--- config.mk ---
export PLATFORM = sky130hd
export DESIGN_NAME = fifo_cmd_seq
export DESIGN_NICKNAME = d
export VERILOG_FILES = /design/src/rtl/fcs_pkg.sv /design/src/rtl/fcs_buf.sv /design/src/rtl/fcs_exec.sv /design/src/rtl/fifo_cmd_seq.sv
export SDC_FILE = /design/constraint.sdc
export NUM_CORES = 1
export LEC_CHECK = 0
export BUFFER_PORTS_ARGS = -buffer_cell sky130_fd_sc_hd__buf_2
export CAP_MARGIN = 5
export CORE_MARGIN = 2
export CORE_UTILIZATION = 45
export DETAILED_ROUTE_END_ITERATION = 12
export MAX_ROUTING_LAYER = met4
export PLACE_DENSITY = 0.71
export RECOVER_POWER = 50
export SETUP_SLACK_MARGIN = 0.05
export SLEW_MARGIN = 20
export SYNTH_ARGS = -nofsm -noshare
export SYNTH_HDL_FRONTEND = slang
export SYNTH_SLANG_ARGS = --single-unit
--- constraint.sdc ---
create_clock -name clk_i -period 3.55 [get_ports clk_i]
set_input_delay 0.71 -clock clk_i [delete_from_list [all_inputs] [get_ports clk_i]]
set_output_delay 0.71 -clock clk_i [all_outputs]
set_load 0.01 [all_outputs]
--- src/rtl/fcs_pkg.sv ---
package fcs_pkg;
  typedef enum logic [1:0] {ST_READY, ST_RECV, ST_EXEC, ST_DONE} seq_st_e;

  localparam logic [11:0] OFS_STS   = 12'h018;
  localparam logic [11:0] OFS_BC_LO = 12'h019;
  localparam logic [11:0] OFS_BC_HI = 12'h01A;
  localparam logic [11:0] OFS_STX   = 12'h01B;
  localparam logic [11:0] OFS_FIFO  = 12'h024;
  localparam logic [11:0] OFS_XFIFO = 12'h080;

  localparam int HDR_LEN  = 6;
  localparam int CANC_LEN = 10;

  function automatic logic [7:0] cancel_byte(input logic [3:0] idx);
    case (idx)
      4'd0:    cancel_byte = 8'h80;
      4'd1:    cancel_byte = 8'h01;
      4'd5:    cancel_byte = 8'h0A;
      4'd8:    cancel_byte = 8'h09;
      4'd9:    cancel_byte = 8'h09;
      default: cancel_byte = 8'h00;
    endcase
  endfunction
endpackage

--- src/rtl/fcs_buf.sv ---
module fcs_buf #(
  parameter int DEPTH = 32,
  localparam int IW = $clog2(DEPTH)
) (
  input  logic          clk_i,
  input  logic          wr_en_i,
  input  logic [IW-1:0] wr_idx_i,
  input  logic [7:0]    wr_byte_i,
  input  logic [IW-1:0] rd_idx_i,
  output logic [7:0]    rd_byte_o
);
  logic [7:0] mem_q [DEPTH];

  always_ff @(posedge clk_i) begin
    if (wr_en_i) mem_q[wr_idx_i] <= wr_byte_i;
  end

  assign rd_byte_o = mem_q[rd_idx_i];
endmodule

--- src/rtl/fcs_exec.sv ---
module fcs_exec #(
  parameter int LAT_W = 16
) (
  input  logic             clk_i,
  input  logic             rst_ni,
  input  logic             start_i,
  input  logic             abort_i,
  input  logic [LAT_W-1:0] lat_i,
  output logic             busy_o,
  output logic             done_o
);
  logic [LAT_W-1:0] cnt_q;
  logic             busy_q;

  always_ff @(posedge clk_i or negedge rst_ni) begin
    if (!rst_ni) begin
      busy_q <= 1'b0;
      cnt_q  <= '0;
    end else if (abort_i) begin
      busy_q <= 1'b0;
    end else if (start_i) begin
      busy_q <= 1'b1;
      cnt_q  <= lat_i;
    end else if (busy_q) begin
      if (cnt_q == '0) busy_q <= 1'b0;
      else             cnt_q  <= cnt_q - 1'b1;
    end
  end

  assign busy_o = busy_q;
  assign done_o = busy_q && (cnt_q == '0) && !abort_i;


  stub_busy_chk: assert property (@(posedge clk_i) disable iff (!rst_ni)
    (busy_q && cnt_q != '0 && !abort_i) |=> busy_q);
endmodule

--- src/rtl/fifo_cmd_seq.sv ---
module fifo_cmd_seq
  import fcs_pkg::*;
#(
  parameter int         DEPTH  = 32,
  parameter int         LAT_W  = 16,
  parameter int         ADDR_W = 12,
  parameter logic [1:0] FAMILY = 2'b01
) (
  input  logic              clk_i,
  input  logic              rst_ni,
  input  logic              req_i,
  input  logic              we_i,
  input  logic [ADDR_W-1:0] addr_i,
  input  logic [7:0]        wdata_i,
  output logic [7:0]        rdata_o,
  input  logic [LAT_W-1:0]  lat_i,
  output logic              ovf_o
);
  localparam int CW = $clog2(DEPTH + 1);
  localparam int IW = $clog2(DEPTH);

  seq_st_e      st_q;
  logic [CW-1:0] cnt_q, rd_ptr_q, rsp_len_q, len_eff;
  logic [31:0]  len_q;
  logic         canc_q, ovf_q;

  logic [11:0] adr;
  logic wr, rd, is_fifo, sts_wr, stx_wr, go_wr, ready_wr, retry_wr, cancel_wr;
  logic data_wr, accept, drop, expect_b, avail, pop, start, abort, ex_done, ex_busy;
  logic [15:0] burst;
  logic [7:0]  buf_byte, rsp_byte;

  assign adr       = 12'(addr_i);
  assign wr        = req_i && we_i;
  assign rd        = req_i && !we_i;
  assign is_fifo   = (adr == OFS_FIFO) || (adr == OFS_XFIFO);
  assign sts_wr    = wr && (adr == OFS_STS);
  assign stx_wr    = wr && (adr == OFS_STX);
  assign go_wr     = sts_wr && wdata_i[5];
  assign ready_wr  = sts_wr && wdata_i[6];
  assign retry_wr  = sts_wr && wdata_i[1];
  assign cancel_wr = stx_wr && wdata_i[0];

  assign len_eff  = (len_q > 32'(DEPTH)) ? CW'(DEPTH) : len_q[CW-1:0];
  assign expect_b = (st_q == ST_READY) ||
                    ((st_q == ST_RECV) && ((cnt_q < CW'(HDR_LEN)) || (cnt_q < len_eff)));
  assign data_wr  = wr && is_fifo;
  assign accept   = data_wr && expect_b;
  assign drop     = data_wr && !expect_b;
  assign avail    = (st_q == ST_DONE) && (rd_ptr_q < rsp_len_q);
  assign pop      = rd && is_fifo && avail;
  assign start    = (st_q == ST_RECV) && go_wr && !ready_wr && !expect_b;
  assign abort    = (st_q == ST_EXEC) && cancel_wr;

  always_comb begin
    if (!expect_b)                  burst = '0;
    else if (cnt_q < CW'(HDR_LEN))  burst = 16'(DEPTH) - 16'(cnt_q);
    else                            burst = 16'(len_eff) - 16'(cnt_q);
  end

  fcs_buf #(.DEPTH(DEPTH)) u_buf (
    .clk_i    (clk_i),
    .wr_en_i  (accept),
    .wr_idx_i (cnt_q[IW-1:0]),
    .wr_byte_i(wdata_i),
    .rd_idx_i (rd_ptr_q[IW-1:0]),
    .rd_byte_o(buf_byte)
  );

  fcs_exec #(.LAT_W(LAT_W)) u_exec (
    .clk_i  (clk_i),
    .rst_ni (rst_ni),
    .start_i(start),
    .abort_i(abort),
    .lat_i  (lat_i),
    .busy_o (ex_busy),
    .done_o (ex_done)
  );

  assign rsp_byte = canc_q ? cancel_byte(rd_ptr_q[3:0]) : buf_byte;

  always_ff @(posedge clk_i or negedge rst_ni) begin
    if (!rst_ni) begin
      st_q      <= ST_READY;
      cnt_q     <= '0;
      len_q     <= '0;
      rd_ptr_q  <= '0;
      rsp_len_q <= '0;
      canc_q    <= 1'b0;
      ovf_q     <= 1'b0;
    end else begin
      if (drop) ovf_q <= 1'b1;
      unique case (st_q)
        ST_READY: begin
          if (ready_wr) ovf_q <= 1'b0;
          if (accept) begin
            st_q  <= ST_RECV;
            cnt_q <= cnt_q + 1'b1;
          end
        end
        ST_RECV: begin
          if (ready_wr) begin
            st_q  <= ST_READY;
            cnt_q <= '0;
            len_q <= '0;
            ovf_q <= 1'b0;
          end else if (accept) begin
            cnt_q <= cnt_q + 1'b1;
            if (cnt_q >= CW'(2) && cnt_q < CW'(HDR_LEN)) len_q <= {len_q[23:0], wdata_i};
          end else if (start) begin
            st_q      <= ST_EXEC;
            rsp_len_q <= cnt_q;
            canc_q    <= 1'b0;
          end
        end
        ST_EXEC: begin
          if (abort) begin
            st_q      <= ST_DONE;
            canc_q    <= 1'b1;
            rsp_len_q <= CW'(CANC_LEN);
            rd_ptr_q  <= '0;
          end else if (ex_done) begin
            st_q     <= ST_DONE;
            rd_ptr_q <= '0;
          end
        end
        ST_DONE: begin
          if (ready_wr) begin
            st_q     <= ST_READY;
            cnt_q    <= '0;
            len_q    <= '0;
            rd_ptr_q <= '0;
            canc_q   <= 1'b0;
            ovf_q    <= 1'b0;
          end else if (retry_wr) begin
            rd_ptr_q <= '0;
          end else if (pop) begin
            rd_ptr_q <= rd_ptr_q + 1'b1;
          end
        end
        default: st_q <= ST_READY;
      endcase
    end
  end

  always_comb begin
    rdata_o = 8'h00;
    if (adr == OFS_STS)
      rdata_o = {st_q != ST_EXEC, (st_q == ST_READY) || (st_q == ST_RECV), 1'b0,
                 avail, expect_b, 3'b000};
    else if (adr == OFS_BC_LO) rdata_o = burst[7:0];
    else if (adr == OFS_BC_HI) rdata_o = burst[15:8];
    else if (adr == OFS_STX)   rdata_o = {4'b0000, FAMILY, 2'b00};
    else if (is_fifo)          rdata_o = avail ? rsp_byte : 8'hFF;
  end

  assign ovf_o = ovf_q;


  cancel_ignored_chk: assert property (@(posedge clk_i) disable iff (!rst_ni)
    (cancel_wr && st_q != ST_EXEC) |=> ($stable(st_q) && $stable(canc_q) && $stable(rsp_len_q)));

  exec_hold_chk: assert property (@(posedge clk_i) disable iff (!rst_ni)
    (st_q == ST_EXEC && !ex_done && !cancel_wr) |=> (st_q == ST_EXEC));

  retry_rewind_chk: assert property (@(posedge clk_i) disable iff (!rst_ni)
    (retry_wr && !ready_wr && st_q == ST_DONE) |=> (rd_ptr_q == '0));

  drop_sticky_chk: assert property (@(posedge clk_i) disable iff (!rst_ni)
    drop |=> ovf_q);

  cnt_bound_chk: assert property (@(posedge clk_i) disable iff (!rst_ni)
    cnt_q <= CW'(DEPTH));

  exec_engine_chk: assert property (@(posedge clk_i) disable iff (!rst_ni)
    (st_q == ST_EXEC) |-> ex_busy);
endmodule

==> metrics.md, run 1 <==
| Metric | Value |
|---|---|
| Status | finished with violations |
| Failing checks | capacitance limit, slew limit, setup timing |
| MaxCap Viol Count | 5 |
| Max Fanout on Critical Path | 3 |
| Fin crit share | 125.0% |
| Cell row count | 65 |
| Psw | ~1600 µW |
| Number of synthesized flops with an enable pin | about 260 |
| P per Cell Area | between 400 and 500 nW/µm² |
| Ys Warns | 0 |
| Crit path time final | about 4.4 ns |
| Sequential power share | 53.2% |
| DRC viols | 0 |
| # H-tree levels | 2 |
| Via Count | about 9,900 |
| Crit-path max cell delay | 0.39 ns |
| Final RePlAce weighted congestion | approximately 0.95 |
| R2R Path Start | len_q[26]$_DFFE_PN0P_ |
| Combinational power share | approximately 1.8% |
| First-pass GRT wire length | about 56 mm |
| Count of input and output buffers | 48 |
| Clock Latency Late Sink | ~0.52 ns |
| Drt total wl | about 38 mm |
| Initial DRC count | ~910 |
| Initial Util | 45.59% |
| Util after Layout | approximately 58% |
| Inst Count DP | about 1,600 |
| Pint | approximately 6200 µW |
| Antenna-violating nets left | 0 |
| CTS root buf | clkbuf_16 |
| Max IR drop VDD | approximately 0.43 mV |
| Setup WS pre-CTS | -0.4210 ns |
| CP required | 2.84 ns |
| Syn Nets | approximately 1,100 |
| Worst min path class | input pin to register |
| RSZ-0062 raised after global routing | true |
| Finished layout cell area | ~18,000 µm² |
| Share of the synthesized area in the top cell type | 53.57% |
| Non-Filler Instances | roughly 1,700 |
| Fin. Hold Viols | 0 |
| Via density per instance | 5.941 |
| CTS tree | yes |
| Final nets | 1,290 |
| Critical Path Start Type | register |
| Synth cell types | 70 |
| Slowest CP cell | dfrtp_1 |
| Clock Skews | 0.01504 ns |
| Crit Path Class | register to primary output |
| Vias in the first global route | ~9,700 |
| Gate Count Post-Synth | around 1,000 |
| Num CTS Buffers | 35 |
| Die ar. | between 30,000 and 40,000 µm² |
| Async set or reset register ratio after synthesis | 21.71% |
| Post-route setup slack | -0.8863 ns |
| Die H | 182.6 µm |
| Post-DP Area | between 15,000 and 20,000 µm² |
| Tightest Pin Transition | between 2 and 2.5 ns |
| Avg Cell Area, Syn | 14.04 µm² |
| Commonest cells in the netlist | edfxtp_1, nand2_1, nor2_1 |
| Worst-path clk slew | about 0.07 ns |
| Maximum clock path buffer count | 3 |
| Worst R2R Path Depth | 17 |
| Area leader, netlist | edfxtp_1 |
| Buffers and inverters on the worst path | 3 |
| Remaining Overflow, GRT | 0 |
| Sequential cell area fraction in the yosys report | roughly two thirds |
| Critical Path Stages | 14 |
| Clock share of power | between 40% and 50% |
| Min-Delay Endpoint | u_exec.cnt_q[6]$_DFFE_PN0P_ |
| Post-synth top flop | edfxtp_1 |
| Crit path capture type | primary output |
| Register bit total from synthesis | ~330 |
| DPL Wire Length | approximately 25 mm |
| Drt pass-1 iters | 5 |
| Ports | between 40 and 50 |
| Worst Hold Depth | 3 |
| Mapped Area | about 14,000 µm² |
| Final setup fails | 48 |
| Total GRT Usage | a little under a quarter |
| Worst hold start | lat_i[6] |
| CP arrival | 3.73 ns |
| Leak | 0.006459 µW |
| Critical-path cell list | nor4_2 -> nand4_1 -> a211oi_2 -> buf_4 -> and2_4 -> ha_4 -> buf_4 -> a21o_1 -> a21oi_4 -> o221ai_4 -> nor3b_4 -> a21oi_4 -> a22oi_2 -> buf_2 |
| Max Slew Vio Count | ~180 |
| Filler cell count | roughly 2,300 |
| Reg2reg setup slack | -0.11 ns |
| Max Freq | between 0.2 and 0.25 GHz |
| Initial antenna violation count | 1 |
| Crit path max-delay family | compound AO/OA/AOI/OAI gates |
| R2R Path End | u_exec.cnt_q[4]$_DFFE_PN0P_ |
| WL per Instance | between 20 and 25 µm |
| Cts hold-fix bufs | 0 |
| Largest net degree at the start of global routing | 63 |
| Most frequent cell after synthesis | edfxtp_1 |
| Leading post-synthesis cells by cell area | edfxtp_1, dfrtp_1, mux4_2, nand2_1, nor2_1 |
| Switch share | slightly above 20% |
| Clk sinks | ~330 |
| Core ar. | around 31,000 µm² |
| Worst hold margin | 0.4624 ns |
| # diodes | 0 |
| Die Wd | around 180 µm |
| Share of layout cells above drive strength 1 | approximately a third |
| Area growth, synth to finish | 26.72% |
| Max_slew headroom | -42.96% |
## routing by layer
layer	routed length, µm	vias to the layer above	track usage [%]
met5	0	-	-
met4	1043	0	6.419
met3	3518	88	4.490
met2	17810	473	35.48
met1	15170	4938	30.87
li1	-	4352	-
## area by class of cell
| type | instances | area, µm² | area share [%] |
|---|---|---|---|
| flip-flops and latches | 327 | 9469 | 52.07 |
| multi-input cells | 618 | 5145 | 28.29 |
| repair buffers | 224 | 1876 | 10.31 |
| clock buffers | 47 | 972.2 | 5.346 |
| well taps | 402 | 503.0 | 2.766 |
| clock inverters | 16 | 130.1 | 0.7156 |
| inverters | 24 | 90.09 | 0.4954 |
## worst min-delay path, delay by kind of cell
family          cells  cell delay (ns)
compound gates      2             0.16
buf+inv             1             0.07
## power by group through the flow
stage               Combinational (µW)  Clock [µW]  Sequential, µW
detailed placement                 141           0            4210
global route                       154        3690            4140
floorplan                         24.9           0            4210
global placement                   137           0            4210
finish                             142        3500            4140
CTS                                141        3540            4140
## per-stage QoR
step	setup TNS (ns)	power (µW)
5_1_grt	-21.57	7977
6_report	-8.169	7780
2_1_floorplan	0	4240
3_3_place_gp	-2.405	4351
3_5_place_dp	-2.607	4355
4_1_cts	-6.819	7812
## how the worst max path moves through the flow
stage,start,slack [ns],to
2_1_floorplan,len_q[8]$_DFFE_PN0P_,0.01,rdata_o[6]
6_report,len_q[26]$_DFFE_PN0P_,-0.89,rdata_o[5]
4_1_cts,len_q[18]$_DFFE_PN0P_,-0.88,rdata_o[5]
3_5_place_dp,len_q[26]$_DFFE_PN0P_,-0.42,rdata_o[6]
5_1_grt,len_q[26]$_DFFE_PN0P_,-1.01,rdata_o[5]
3_3_place_gp,len_q[26]$_DFFE_PN0P_,-0.35,rdata_o[6]
## layout by cell type, fill, tap and decap left out, types with 21 or more instances in the layout
| cell | instances |
|---|---|
| a22oi_1 | 22 |
| inv_1 | 22 |
| mux4_2 | 57 |
| nor2_1 | 64 |
| nand3_1 | 22 |
| o21ai_0 | 35 |
| dfrtp_1 | 69 |
| buf_2 | 39 |
| o21ai_1 | 21 |
| buf_4 | 123 |
| nand2_1 | 108 |
| buf_6 | 39 |
| edfxtp_1 | 256 |
| clkbuf_16 | 38 |
| a21oi_1 | 32 |
## sequential cells by signal (all words and copies together), names as in the netlist, named ones only
| register | flops |
|---|---|
| canc_q | 1 |
| cnt_q | 6 |
| len_q | 32 |
| ovf_o | 1 |
| rd_ptr_q | 6 |
| rsp_len_q | 6 |
| st_q | 1 |
| u_buf.mem_q | 256 |
| u_exec.busy_o | 1 |
| u_exec.cnt_q | 16 |
## kinds of logic after synthesis
group	Yosys count	share of synthesized area (%)
adders and majority gates	20	1.796
DFF	327	65.95
buffers and inverters	77	2.215
AOI/OAI and AO/OA	197	8.815
xor gates and xnor gates	11	0.6714
and+or+nand+nor	311	10.05
muxes	79	10.50
## repair_timing
action | CTS | global route
gates resized for setup | 26 | 149
setup buffers | 1 | 6
pin swaps | 11 | 39
setup endpoints to repair | 249 | 290
gates cloned | 2 | 2
No activity file was read; power rests on OpenSTA's default activity.
==> run 2: changes to the inputs <==
--- a/config.mk
+++ b/config.mk
@@ -13,6 +13,7 @@
 export MAX_ROUTING_LAYER = met4
 export PLACE_DENSITY = 0.71
 export RECOVER_POWER = 50
+export REMOVE_ABC_BUFFERS = 1
 export SETUP_SLACK_MARGIN = 0.05
 export SLEW_MARGIN = 20
 export SYNTH_ARGS = -nofsm -noshare
==> constraint.sdc (replaced) <==
create_clock -name clk_i -period 3.55 [get_ports clk_i]
set_input_delay 0.355 -clock clk_i [delete_from_list [all_inputs] [get_ports clk_i]]
set_output_delay 0.355 -clock clk_i [all_outputs]
set_load 0.01 [all_outputs]
==> metrics.md, run 2 (same netlist as run 1, synthesis figures left out) <==
| Metric | Value |
|---|---|
| Worst Hold Depth | 3 |
| Sequential power share | slightly above 50% |
| CTS tree | yes |
| Pint | roughly 6400 µW |
| CTS root buf | clkbuf_16 |
| Max reg flops | ~260 |
| Tightest Pin Transition | 1.951 ns |
| Worst hold margin | between 0.1 and 0.15 ns |
| Clk sinks | ~330 |
| Via density per instance | roughly 6 |
| Commonest non-fill, non-tap cell in the layout | edfxtp_1 |
| Num CTS Buffers | 35 |
| Fin crit share | 113.9% |
| First-pass GRT wire length | approximately 54 mm |
| Total GRT Usage | around 22% |
| Clock Latency Late Sink | about 0.54 ns |
| Fin. Hold Viols | 0 |
| Max Freq | approximately 0.25 GHz |
| # H-tree levels | 2 |
| DPL Wire Length | 22.78 mm |
| P per Cell Area | 452.0 nW/µm² |
| R2R Path Start | len_q[16]$_DFFE_PN0P_ |
| Min-Delay Endpoint | u_exec.cnt_q[10]$_DFFE_PN0P_ |
| Crit Path Class | register to primary output |
| Drt pass-1 iters | 7 |
| Via Count | between 9,000 and 10,000 |
| Antenna-violating nets left | 0 |
| R2R Path End | u_exec.cnt_q[7]$_DFFE_PN0P_ |
| Core ar. | around 31,000 µm² |
| Largest net degree at the start of global routing | between 70 and 80 |
| Initial antenna violation count | 0 |
| Worst R2R Path Depth | 18 |
| Max IR drop VDD | approximately 0.33 mV |
| Area growth, synth to finish | 23.34% |
| Final RePlAce weighted congestion | 0.9353 |
| Top reg by flops | u_buf.mem_q |
| Final setup fails | 23 |
| Combinational power share | between 1.5 and 2% |
| CP arrival | 3.69 ns |
| WL per Instance | ~23 µm |
| Max Slew Vio Count | 314 |
| Failing checks | capacitance limit, slew limit, setup timing |
| Vias in the first global route | 9,414 |
| DRC viols | 0 |
| Status | finished with violations |
| Die ar. | between 30,000 and 40,000 µm² |
| Final nets | ~1,200 |
| Critical Path Start Type | register |
| Psw | around 1600 µW |
| Maximum clock path buffer count | 3 |
| Count of input and output buffers | 48 |
| Remaining Overflow, GRT | 0 |
| Initial DRC count | about 900 |
| Worst hold start | lat_i[10] |
| Slowest CP cell | dfrtp_1 |
| Crit path max-delay family | simple AND/OR/NAND/NOR gates |
| Clock Skews | 0.02432 ns |
| Max Fanout on Critical Path | 3 |
| # diodes | 0 |
| Post-DP Area | roughly 16,000 µm² |
| Clock share of power | a little under half |
| RSZ-0062 raised after global routing | true |
| Post-route setup slack | -0.4928 ns |
| Most frequent CP cell | buf_6 |
| Worst min path class | input pin to register |
| Die H | roughly 180 µm |
| Die Wd | roughly 180 µm |
| Critical-path cell list | nor4_2 -> nand3_1 -> a211oi_2 -> buf_4 -> and2_4 -> ha_4 -> nor2b_4 -> o31a_1 -> o211a_4 -> buf_6 -> nor2_4 -> buf_6 -> nor3_2 -> or3_1 -> buf_2 |
| Finished layout cell area | ~18,000 µm² |
| Regs by FF count | u_buf.mem_q (256), len_q (32), u_exec.cnt_q (16) |
| Initial Util | 45.59% |
| Crit-path max cell delay | 0.39 ns |
| Leak | approximately 0.0060 µW |
| Share of layout cells above drive strength 1 | 31.29% |
| CP required | around 3.2 ns |
| Inst Count DP | around 1,500 |
| Crit path time final | 4.043 ns |
| Commonest cells after routing, fill and taps aside | edfxtp_1, nand2_1, buf_4, dfrtp_1, mux4_2 |
| Cell row count | 65 |
| Crit path capture type | primary output |
| Non-Filler Instances | between 1,500 and 2,000 |
| Setup TNS | -4.614 ns |
| Drt total wl | between 30 and 40 mm |
| Reg2reg setup slack | -0.16 ns |
| Worst-path clk slew | 0.06 ns |
| MaxCap Viol Count | 9 |
| Ports | 49 |
| Max_slew headroom | -30.07% |
| Switch share | between 20% and 30% |
| Util after Layout | between 50% and 60% |
| Buffers and inverters on the worst path | 4 |
run 2: changes by cell type in the layout (fill, tap and decap cells not counted), sizes merged:
cell         previous run  this run
buf                   212       134
clkinv                 11         6
bufinv                  1         5
clkbuf                 59        55
inv                    25        28
clkinvlp                3         2
dlygate4sd3             0         1
run 2: worst max path at each step:
| stage | startpoint | to | slack [ns] | cells after the start |
|---|---|---|---|---|
| 3_5_place_dp | len_q[26]$_DFFE_PN0P_ | u_buf.mem_q[21][0]$_DFFE_PP_ | -0.18 | 13 |
| 2_1_floorplan | rd_ptr_q[0]$_DFFE_PN0P_ | rdata_o[3] | -1.29 | 7 |
| 6_report | len_q[16]$_DFFE_PN0P_ | rdata_o[3] | -0.49 | 15 |
| 3_3_place_gp | len_q[31]$_DFFE_PN0P_ | u_buf.mem_q[21][3]$_DFFE_PP_ | -0.14 | 13 |
| 5_1_grt | len_q[31]$_DFFE_PN0P_ | rdata_o[6] | -0.69 | 14 |
| 4_1_cts | len_q[18]$_DFFE_PN0P_ | rdata_o[3] | -0.50 | 14 |
run 2: stage by stage:
step | power (µW) | setup WS, ns
after global placement | 4344 | -0.1374
after floorplan | 4237 | -1.285
after detailed placement | 4348 | -0.1781
after CTS | 8052 | -0.5023
final | 8000 | -0.4928
after global routing | 8206 | -0.6936
run 2: final cells by class:
class / count / area, µm²
multi-input combinational: 618 / 5323
clock inverter: 17 / 267.8
timing repair buffer: 147 / 1141
sequential: 327 / 9469
clock buffer: 43 / 905.9
inverter: 24 / 90.09
fill: 2416 / 13770
tap: 402 / 503.0
run 2: tightest hold or removal path: cells and delay by family:
family,cells,cell delay [ns]
compound gates,2,0.14
buf+inv,1,0.09
run 2: repair_timing:
item | in CTS | in global routing
resized for setup | 101 | 94
endpoints found under the hold margin | 11 | 0
hold buffers | 1 | 0
pin swaps | 26 | 24
setup buffers | 6 | 7
setup endpoints to repair | 280 | 287
gates cloned | 3 | 1
run 2: power by group through the flow:
stage                     registers, µW  logic (µW)  clock network [µW]
after floorplan                    4220        19.4                   0
after global placement             4210         130                   0
after detailed placement           4210         134                   0
after CTS                          4140         137                3780
after global routing               4140         146                3920
final                              4140         133                3730
run 2: layer usage:
layer,GRT usage (%),part of all wire (%)
met5,-,0
met4,6.613,2.6
met3,3.911,7.6
met2,34.52,48
met1,29.92,42
